$ cat config.mk
export PLATFORM = sky130hd
export DESIGN_NAME = fifo_dma_irq_status
export DESIGN_NICKNAME = d
export VERILOG_FILES = /design/src/rtl/isr_pkg.sv /design/src/rtl/isr_fifo_cond.sv /design/src/rtl/isr_reg_ctrl.sv /design/src/rtl/isr_status_dp.sv /design/src/rtl/fifo_dma_irq_status.sv
export SDC_FILE = /design/constraint.sdc
export NUM_CORES = 1
export LEC_CHECK = 0
export BUFFER_PORTS_ARGS = -buffer_cell sky130_fd_sc_hd__buf_2
export CORE_MARGIN = 1
export CORE_UTILIZATION = 60
export CTS_CLUSTER_DIAMETER = 50
export DETAILED_ROUTE_END_ITERATION = 7
export GPL_TIMING_DRIVEN = 0
export PLACE_DENSITY = 0.86
export SYNTH_ARGS = -nofsm -noshare
export SYNTH_HDL_FRONTEND = slang
export SYNTH_SLANG_ARGS = --single-unit
$ cat constraint.sdc
create_clock -name clk -period 3.4 [get_ports clk]
set_input_delay 0.17 -clock clk [delete_from_list [all_inputs] [get_ports clk]]
set_output_delay 0.17 -clock clk [all_outputs]
set_load 0.03 [all_outputs]
$ cat src/rtl/isr_pkg.sv
package isr_pkg;
  localparam int NUM_DIR    = 2;
  localparam int DIR_STRIDE = 16;
  localparam int EV_COUNT   = 9;

  // bit positions inside one direction group
  localparam int B_IO    = 0;
  localparam int B_MERR  = 1;
  localparam int B_SERR  = 2;
  localparam int B_DONE  = 3;
  localparam int B_IOREQ = 4;
  localparam int B_STALL = 5;
  localparam int B_ENTRY = 6;
  localparam int B_FULL  = 7;
  localparam int B_EMPTY = 8;

  typedef enum logic [1:0] {
    A_STATUS = 2'd0,
    A_MASK   = 2'd1,
    A_THRESH = 2'd2,
    A_LIMIT  = 2'd3
  } regAddr_e;

  typedef struct packed {
    logic        clrStatus;
    logic        wrMask;
    logic        wrThresh;
    logic        wrLimit;
    logic [31:0] data;
  } regStrobe_t;
endpackage

$ cat src/rtl/isr_fifo_cond.sv
module isr_fifo_cond #(
  parameter int DEPTH = 64,
  parameter int LVL_W = 7,
  parameter int TO_W  = 16
) (
  input  logic             clk,
  input  logic             rstN,
  input  logic [LVL_W-1:0] level,
  input  logic             pop,
  input  logic             dmaActive,
  input  logic             cycleOn,
  input  logic             ioReq,
  input  logic [LVL_W-1:0] thresh,
  input  logic [TO_W-1:0]  limit,
  output logic             fullCond,
  output logic             emptyCond,
  output logic             entryCond,
  output logic             stallCond,
  output logic             ioreqCond
);
  localparam int FW = LVL_W + 1;
  localparam logic [FW-1:0] DEPTH_V = FW'(DEPTH);
  localparam logic [FW-1:0] FULL_MARGIN = FW'(4);

  logic [FW-1:0]   freeBytes;
  logic [TO_W-1:0] stallCnt;

  assign freeBytes = DEPTH_V - {1'b0, level};
  assign fullCond  = freeBytes < FULL_MARGIN;
  assign emptyCond = (level == '0);
  assign entryCond = freeBytes > {1'b0, thresh};
  assign ioreqCond = dmaActive && ioReq && (emptyCond || !cycleOn);
  assign stallCond = (limit != '0) && (stallCnt == limit);

  always_ff @(posedge clk or negedge rstN) begin
    if (!rstN)                   stallCnt <= '0;
    else if (pop || emptyCond)   stallCnt <= '0;
    else if (stallCnt != limit)  stallCnt <= stallCnt + 1'b1;
  end

  // a drain or an empty FIFO restarts the stall window
  a_r9_reload: assert property (@(posedge clk) disable iff (!rstN)
    (pop || emptyCond) |=> (stallCnt == '0));
endmodule

$ cat src/rtl/isr_reg_ctrl.sv
module isr_reg_ctrl
  import isr_pkg::*;
(
  input  logic        regWrEn,
  input  logic [1:0]  regAddr,
  input  logic [31:0] regWdata,
  output regStrobe_t  strb
);
  regAddr_e addrE;
  assign addrE = regAddr_e'(regAddr);

  always_comb begin
    strb           = '0;
    strb.data      = regWdata;
    if (regWrEn) begin
      unique case (addrE)
        A_STATUS: strb.clrStatus = 1'b1;
        A_MASK:   strb.wrMask    = 1'b1;
        A_THRESH: strb.wrThresh  = 1'b1;
        A_LIMIT:  strb.wrLimit   = 1'b1;
        default:  strb.clrStatus = 1'b0;
      endcase
    end
  end
endmodule

$ cat src/rtl/isr_status_dp.sv
module isr_status_dp
  import isr_pkg::*;
#(
  parameter int LVL_W   = 7,
  parameter int TO_W    = 16,
  parameter int THR_RST = 32,
  parameter int LIM_RST = 0
) (
  input  logic             clk,
  input  logic             rstN,
  input  regStrobe_t       strb,
  input  logic [1:0]       rdAddr,
  input  logic [31:0]      condVec,
  output logic [31:0]      rdata,
  output logic             irq,
  output logic [LVL_W-1:0] threshTx,
  output logic [LVL_W-1:0] threshRx,
  output logic [TO_W-1:0]  limit
);
  logic [31:0] statusQ;
  logic [31:0] maskQ;
  logic [31:0] prevCond;
  logic [31:0] setVec;
  logic [31:0] clrVec;

  assign setVec = condVec & ~prevCond;
  assign clrVec = strb.clrStatus ? strb.data : '0;

  always_ff @(posedge clk or negedge rstN) begin
    if (!rstN) begin
      prevCond <= '1;
      statusQ  <= '0;
    end else begin
      prevCond <= condVec;
      statusQ  <= (statusQ & ~clrVec) | setVec;
    end
  end

  always_ff @(posedge clk or negedge rstN) begin
    if (!rstN) begin
      maskQ    <= '0;
      threshTx <= LVL_W'(THR_RST);
      threshRx <= LVL_W'(THR_RST);
      limit    <= TO_W'(LIM_RST);
    end else begin
      if (strb.wrMask)   maskQ <= strb.data;
      if (strb.wrThresh) begin
        threshTx <= strb.data[LVL_W-1:0];
        threshRx <= strb.data[DIR_STRIDE +: LVL_W];
      end
      if (strb.wrLimit)  limit <= strb.data[TO_W-1:0];
    end
  end

  always_comb begin
    unique case (regAddr_e'(rdAddr))
      A_STATUS: rdata = statusQ;
      A_MASK:   rdata = maskQ;
      A_THRESH: rdata = (32'(threshRx) << DIR_STRIDE) | 32'(threshTx);
      default:  rdata = 32'(limit);
    endcase
  end

  assign irq = |(statusQ & maskQ);

  // a write-one clear without a competing set leaves the bit at 0
  a_r2_clear: assert property (@(posedge clk) disable iff (!rstN)
    (|(clrVec & ~setVec)) |=> ((statusQ & $past(clrVec & ~setVec)) == '0));
  // a rising condition is always captured, clear or not
  a_r3_set: assert property (@(posedge clk) disable iff (!rstN)
    (|setVec) |=> ((statusQ & $past(setVec)) == $past(setVec)));
  // no status bit appears without a rising condition
  a_r3_no_spurious: assert property (@(posedge clk) disable iff (!rstN)
    1'b1 |=> ((statusQ & ~$past(statusQ) & ~$past(setVec)) == '0));
endmodule

$ cat src/rtl/fifo_dma_irq_status.sv
module fifo_dma_irq_status
  import isr_pkg::*;
#(
  parameter int DEPTH   = 64,
  parameter int LVL_W   = $clog2(DEPTH + 1),
  parameter int TO_W    = 16,
  parameter int LIM_RST = 0
) (
  input  logic             clk,
  input  logic             rstN,
  input  logic             regWrEn,
  input  logic [1:0]       regAddr,
  input  logic [31:0]      regWdata,
  output logic [31:0]      regRdata,
  output logic             irq,
  input  logic [LVL_W-1:0] fifoLevelTx,
  input  logic [LVL_W-1:0] fifoLevelRx,
  input  logic [1:0]       fifoPop,
  input  logic [1:0]       dmaActive,
  input  logic [1:0]       dmaCycleOn,
  input  logic [1:0]       ioReqPend,
  input  logic [1:0]       ioIrqReq,
  input  logic             busMstErr,
  input  logic             arbGrantRx,
  input  logic [1:0]       slvErr,
  input  logic [1:0]       dmaDone
);
  localparam int THR_RST = DEPTH / 2;

  regStrobe_t                  strb;
  logic [31:0]                 condVec;
  logic [NUM_DIR-1:0][LVL_W-1:0] levelArr;
  logic [NUM_DIR-1:0][LVL_W-1:0] threshArr;
  logic [LVL_W-1:0]            threshTx;
  logic [LVL_W-1:0]            threshRx;
  logic [TO_W-1:0]             limit;

  assign levelArr  = {fifoLevelRx, fifoLevelTx};
  assign threshArr = {threshRx, threshTx};

  isr_reg_ctrl u_ctrl (
    .regWrEn (regWrEn),
    .regAddr (regAddr),
    .regWdata(regWdata),
    .strb    (strb)
  );

  for (genvar d = 0; d < NUM_DIR; d++) begin : g_dir
    localparam int BASE = d * DIR_STRIDE;
    logic granted;
    assign granted = (d == 1) ? arbGrantRx : !arbGrantRx;

    isr_fifo_cond #(.DEPTH(DEPTH), .LVL_W(LVL_W), .TO_W(TO_W)) u_cond (
      .clk      (clk),
      .rstN     (rstN),
      .level    (levelArr[d]),
      .pop      (fifoPop[d]),
      .dmaActive(dmaActive[d]),
      .cycleOn  (dmaCycleOn[d]),
      .ioReq    (ioReqPend[d]),
      .thresh   (threshArr[d]),
      .limit    (limit),
      .fullCond (condVec[BASE + B_FULL]),
      .emptyCond(condVec[BASE + B_EMPTY]),
      .entryCond(condVec[BASE + B_ENTRY]),
      .stallCond(condVec[BASE + B_STALL]),
      .ioreqCond(condVec[BASE + B_IOREQ])
    );

    assign condVec[BASE + B_IO]   = ioIrqReq[d];
    assign condVec[BASE + B_MERR] = busMstErr && granted;
    assign condVec[BASE + B_SERR] = slvErr[d];
    assign condVec[BASE + B_DONE] = dmaDone[d];
    assign condVec[BASE + EV_COUNT +: (DIR_STRIDE - EV_COUNT)] = '0;
  end

  isr_status_dp #(
    .LVL_W  (LVL_W),
    .TO_W   (TO_W),
    .THR_RST(THR_RST),
    .LIM_RST(LIM_RST)
  ) u_dp (
    .clk     (clk),
    .rstN    (rstN),
    .strb    (strb),
    .rdAddr  (regAddr),
    .condVec (condVec),
    .rdata   (regRdata),
    .irq     (irq),
    .threshTx(threshTx),
    .threshRx(threshRx),
    .limit   (limit)
  );
endmodule

==> metrics, run 1 <==
FF-to-FF path depth 6; register clock-pin slew on the reported worst setup and hold paths 0.07 ns; DR pass1 iterations 7; Sequential Area 3630 um^2; Wirelength per Cell 20.4 um; grt ovf 0; xor and xnor area share after synthesis 4.70%; initial antenna violation count 0; DRC violations left 0; first-pass GRT wire length 33.2 mm; row count 40; Mean Syn Cell Area 10.7 um^2; root buf cell clkbuf_16; final worst setup slack 0.888 ns; Starting Density 62.6%; number of synthesized register bits 144; clk_lat worst skew 0.42 ns; reg2reg end g_dir[1].u_cond.stallCnt[3]; synth warn 0; Leakage 4.06 nW; Routability Congestion 0.920; Detail Placement HPWL 14.7 mm; largest family of logic cells by synthesized area multiplexers; Max H-tree Level 4; initial drt markers 648; layout cell share with drive strength beyond 1 28.8%; Simple-Gate Fraction of Synth Area 14.6%; area of the multi-input gates 3730 um^2; critical path class flip-flop to output pin; Via density 6.27; Slew headroom 44.4%; fill count 798; Area growth syn-to-layout 21.0%; Worst-Margin Slew 0.834 ns; vias after detailed routing 6498; Top delay family on crit path compound AO/OA/AOI/OAI gates; worst reg2reg setup slack 1.26 ns; Fin Setup TNS 0 ns; Synth Area in Compound Gates 11.5%; CP bufs+invs 1; Synth Flop Type dfrtp_1; Max Transition Viols Final 0; post-synthesis adder-cell area fraction 2.95%; Critical Path RT 3.23 ns; RSZ-0062 raised after global routing false; status complete, no violations; final antenna-violating net count 0; Num CTS Buffers 17; CTS tree done; crit start category flip-flop; port bufs 97; Die Wd 115 um; Post-Syn Instances 711; final-stage net count 941; Unique masters post-synth 58; Clock Tree Buf Depth 2; syn nets 796; number of global-route vias before repair 6412; crit-path max cell delay 0.54 ns; largest net degree at the start of global routing 78; fin cells 1037; Die H 115 um; Final min period 2.51 ns; Worst Hold Launch regWdata[23]; Crit. Startpoint u_dp.statusQ[7]; Worst Hold Class primary input to flip-flop; Worst R2R Start u_dp.limit[10]; placed cells 977; Total Wirelength 21.2 mm; CP max FO 3; EDFF count, synth 0; CP arrival 2.34 ns; period utilisation layout 73.9%; mux cell area share after synthesis 15.0%; pre-CTS setup slack 1.07 ns; Final Skew 0.00736 ns; ant diodes 0; Final Hold Violating Endpoints 0; sequential-to-total area share from yosys stat 47.5%; clock sink count 144; hold-critical path depth 2; Fmax 0.398 GHz; Crit. End Element output pin; ys async rst share 100%; Core Region 12200 um^2; Cell Area, Synth 7640 um^2; hold path endpoint u_dp.maskQ[23]; Finish-stage setup viols 0; die area 13200 um^2; Max-Cap Viols 0; peak supply drop 0.000424 V; cell-by-cell trace of the critical path a22o_1, a221oi_1, nand3_1, or4_1, buf_2; power density cells 534 nW/um^2; All-Layer GR Usage 34.0%; IO Pins 100; post-CTS setup buffers 0; CP max stage cell or4_1
worst max path at each step:
| stage | slack, ns | cells after the start | end |
|---|---|---|---|
| 3_5_place_dp | 1.07 | 9 | u_dp.prevCond[22] |
| 3_3_place_gp | 0.24 | 1 | u_dp.statusQ[1] |
| 6_report | 0.89 | 5 | irq |
| 5_1_grt | 0.84 | 5 | irq |
| 2_1_floorplan | 1.46 | 8 | u_dp.statusQ[22] |
| 4_1_cts | 0.86 | 5 | irq |
layout by cell type (no fill, tap or decap), types with 27 or more instances in the layout:
cell type,Yosys,final
xnor2_1,39,39
nor2_1,27,27
o21ai_0,40,40
a21oi_1,27,27
nand2_1,69,69
dfrtp_1,124,124
mux2i_1,29,29
mux2_2,62,62
buf_2,13,109
inv_1,36,36
dlygate4sd3_1,0,28
routing by layer:
layer | wire length [um] | track usage [%]
met5 | 0 | 0
met4 | 597 | 14.1
met3 | 1690 | 7.80
met2 | 10200 | 54.9
met1 | 8640 | 44.4
synthesized netlist by cell type, drive strengths merged (21+ instances only):
cell / count / area, um^2
dfrtp: 124 / 3100
xnor2: 39 / 342
mux2i: 29 / 290
nor2: 27 / 101
o21ai: 42 / 210
mux2: 62 / 698
nand4: 21 / 153
a21oi: 28 / 144
inv: 37 / 139
nand2: 69 / 259
report_power, final:
part / internal (mW) / switching [mW]
clock: 1.11 / 0.753
sequential: 1.91 / 0.227
combinational: 0.424 / 0.516
final cells by class:
type,count,share of cell area (%)
Timing Repair Buffer,126,8.65
Clock buffer,18,4.75
Multi-Input combinational cell,500,40.3
Buffer,30,1.56
Clock inverter,14,1.69
Tap cell,168,2.27
Inverter,37,1.50
Sequential cell,144,39.3
through the flow:
stage	total power, mW	util [%]	instance area [um^2]	hold WS, ns
after global placement	2.98	68.2	8330	0.285
after detailed placement	3.04	68.5	8370	0.202
after CTS	4.93	75.7	9240	0.000578
after floorplan	2.69	-	7640	-0.126
final	4.94	75.7	9240	0.00856
after global routing	5.11	75.7	9240	0.0150
cell families (layout without fill, tap and decap cells):
logic type / Yosys count / after routing
simple gates: 206 / 206
flops: 144 / 144
xor+xnor: 41 / 41
compound gates: 137 / 137
mux: 98 / 98
fa+ha+maj: 18 / 18
buf+inv: 67 / 225
repair_timing:
action	CTS	global route
hold buffers	28	0
gates resized for setup	0	0
hold endpoints to repair	86	0
registers in the layout (all words and copies together) (netlist names):
name and flops:
u_dp.prevCond 18, u_dp.limit 16, u_dp.threshTx 7, u_dp.maskQ 32, u_dp.statusQ 32, g_dir.u_cond.stallCnt 32, u_dp.threshRx 7
Power figures use the tool's default switching activity.
==> run 2: changes to the inputs <==
ABC_AREA = 1   (was default)
CORE_UTILIZATION = 53   (was 60)
PLACE_DENSITY = 0.8   (was 0.86)
clock period = 2.31 ns   (was 3.4 ns; I/O delays follow)
==> run 2 against run 1 <==
Effect of this change: sequential share of layout area shrank 4.0 points; worst setup slack lost 0.60 ns; sequential cell count is the same; critical path depth grew 3; non-clock buffer count grew 18; core utilization shrank 9.0 points; worst hold slack gained 0.0080 ns; sequential power grew 41%; largest power group unchanged.
==> metrics, run 2 <==
xor and xnor area share after synthesis 1.86% (was 4.70%); crit-path max cell delay 0.45 ns (was 0.54 ns); largest family of logic cells by synthesized area simple AND/OR/NAND/NOR gates (was multiplexers); Max-Cap Viols 0 (unchanged); grt ovf 0 (unchanged); Top Layer Used met4 (unchanged); DRC violations left 0 (unchanged); RSZ-0062 raised after global routing false (unchanged); Crit. End Element output pin (unchanged); layout cell share with drive strength beyond 1 16.8% (was 28.8%); cell taking the most area after synthesis dfrtp_1 (unchanged); Via density 5.48 (was 6.27); Max Transition Viols Final 0 (unchanged); post-CTS setup buffers 0 (unchanged); peak supply drop 0.000606 V (was 0.000424 V); Slew headroom 52.6% (was 44.4%); Synth Flop Type dfrtp_1 (unchanged); power density cells 720 nW/um^2 (was 534 nW/um^2); number of global-route vias before repair 8287 (was 6412); mux cell area share after synthesis 0% (was 15.0%); area of the multi-input gates 3960 um^2 (was 3730 um^2); CP max stage cell clkinv_1 (was or4_1); Unique masters post-synth 36 (was 58); Final Skew 0.00886 ns (was 0.00736 ns); number of synthesized register bits 144 (unchanged); largest net degree at the start of global routing 82 (was 78); sequential-to-total area share from yosys stat 42.8% (was 47.5%); Finish-stage setup viols 0 (unchanged); Synth Area in Compound Gates 11.0% (was 11.5%); CP arrival 1.91 ns (was 2.34 ns); Non-Filler Cell Area, Final 10300 um^2 (was 9240 um^2); register clock-pin slew on the reported worst setup and hold paths 0.06 ns (was 0.07 ns); port bufs 99 (was 97); Worst Hold Slack 0.0166 ns (was 0.00856 ns); final-stage net count 1400 (was 941); final antenna-violating net count 0 (unchanged); top flop regs g_dir.u_cond.stallCnt: 32 flops, u_dp.maskQ: 32 flops, u_dp.statusQ: 32 flops (unchanged); CTS tree done (unchanged); post-synth top area share 36.6% (was 40.6%); Final Hold Violating Endpoints 0 (unchanged); Leakage 5.51 nW (was 4.06 nW); most frequent cell after synthesis nand2_1 (was dfrtp_1); Routability Congestion 0.932 (was 0.920); Starting Density 55.0% (was 62.6%); row count 45 (was 40); post-place instance area 9270 um^2 (was 8370 um^2); Wirelength per Cell 16.1 um (was 20.4 um); first-pass GRT wire length 40.4 mm (was 33.2 mm); All-Layer GR Usage 31.5% (was 34.0%); period utilisation layout 87.7%; clock sink count 144 (unchanged); syn nets 1242 (was 796); Core Region 15400 um^2 (was 12200 um^2); Fmax 0.493 GHz; Post-Syn Instances 1157 (was 711); Final min period 2.03 ns; top post-synthesis cells by count nand2_1 (392), inv_1 (170), dfrtp_1 (124), o21ai_0 (100), nor2_1 (76) (was dfrtp_1 (124), nand2_1 (69), mux2_2 (62), o21ai_0 (40), xnor2_1 (39)); Clock Tree Buf Depth 2 (unchanged); Sequential Area 3630 um^2 (unchanged); root buf cell clkbuf_16 (unchanged); Num CTS Buffers 17 (unchanged); Simple-Gate Fraction of Synth Area 31.2% (was 14.6%); status complete, no violations (unchanged); wire length on met2 12.1 mm (was 10.2 mm); cell-by-cell trace of the critical path buf_2, inv_1, nor2_2, clkinv_1, o21ai_1, a21oi_1, o21ai_1, buf_2 (was a22o_1, a221oi_1, nand3_1, or4_1, buf_2); Die Wd 128 um (was 115 um); routed wl met3 1.64 mm (was 1.69 mm); Die H 128 um (was 115 um); ant diodes 0 (unchanged); fill count 1275 (was 798); Cell Area, Synth 8480 um^2 (was 7640 um^2); critical path class primary input to output pin (was flip-flop to output pin); Detail Placement HPWL 17.3 mm (was 14.7 mm); Max H-tree Level 4 (unchanged); Layout Utilization 66.7% (was 75.7%); IO Pins 100 (unchanged); ys async rst share 100% (unchanged); Total Wirelength 24.7 mm (was 21.2 mm); top post-synthesis cells by area dfrtp_1 (37%), nand2_1 (17%), inv_1 (7.5%) (was dfrtp_1 (41%), mux2_2 (9.1%), dfstp_2 (6.9%)); CP max FO 9 (was 3); DR pass1 iterations 5 (was 7); WL met1 10.3 mm (was 8.64 mm); Critical Path RT 2.19 ns (was 3.23 ns); vias after detailed routing 8430 (was 6498); initial drt markers 591 (was 648); clk_lat worst skew 0.43 ns (was 0.42 ns); EDFF count, synth 0 (unchanged); synth warn 0 (unchanged); die area 16500 um^2 (was 13200 um^2); Worst Hold Class primary input to flip-flop (unchanged); post-synthesis adder-cell area fraction 2.66% (was 2.95%); commonest cells after routing, fill and taps aside nand2_1 (392), inv_1 (170), dfrtp_1 (124) (was dfrtp_1 (124), buf_2 (109), nand2_1 (69)); Worst-Margin Slew 0.712 ns (was 0.834 ns); Area growth syn-to-layout 21.3% (was 21.0%); crit start category primary input (was flip-flop); initial antenna violation count 0 (unchanged); CTS Hold Bufs 39 (was 28); Mean Syn Cell Area 7.33 um^2 (was 10.7 um^2); PostCTS Resize Cnt 0 (unchanged); commonest non-fill, non-tap cell in the layout nand2_1 (was dfrtp_1)
run 2: worst paths after layout:
check	slack (ns)	end	from	depth (start not counted)
min in group asynchronous	0.24	g_dir[0].u_cond.stallCnt[8]	rstN	2
worst min-delay path	0.02	u_dp.maskQ[8]	regWdata[8]	3
worst min register to register	0.49	u_dp.maskQ[30]	u_dp.maskQ[30]	2
worst max-delay path	0.28	regRdata[2]	regAddr[1]	8
worst max register to register	0.43	u_dp.statusQ[5]	u_dp.limit[13]	9
max in group asynchronous	1.24	u_dp.prevCond[22]	rstN	3
run 2: area by class of cell:
type / instances / share of cell area, %
clock buffer: 19 / 4.31
timing repair buffer: 139 / 8.94
sequential: 144 / 35.3
clock inverter: 13 / 1.75
tap: 211 / 2.57
buffer: 35 / 1.96
inverter: 184 / 6.72
multi-input combinational: 794 / 38.5
run 2: critical path: cells and delay by family:
family	cells	cell delay, ns
compound gates	3	0.54
buf+inv	4	0.87
simple gates	1	0.37
run 2: power breakdown:
part	switching [mW]	internal, mW	total [mW]
sequential	0.230	2.78	3.01
clock	1.17	1.76	2.93
combinational	0.957	0.502	1.46
run 2: per-stage QoR:
stage                     std cells  power (mW)  setup WS [ns]  TNS [ns]
after floorplan                1157        3.92          0.688         0
after global placement         1467        4.37         -0.912   -113.37
after detailed placement       1468        4.42          0.356         0
after CTS                      1539        7.38          0.355         0
after global routing           1539        7.70          0.243         0
final                          1539        7.40          0.283         0
run 2: kinds of logic after synthesis:
family	count (synthesis)
adder cells (fa/ha/maj)	18
XOR/XNOR	18
flip-flops	144
AO/OA/AOI/OAI	163
AND/OR/NAND/NOR	595
buffers and inverters	219
run 2: routing by layer:
| metal | up-vias | GRT usage [%] |
|---|---|---|
| met3 | 61 | 6.49 |
| met2 | 318 | 53.7 |
| met5 | - | 0 |
| met4 | 0 | 12.9 |
| met1 | 4048 | 39.2 |
| li1 | 4003 | - |
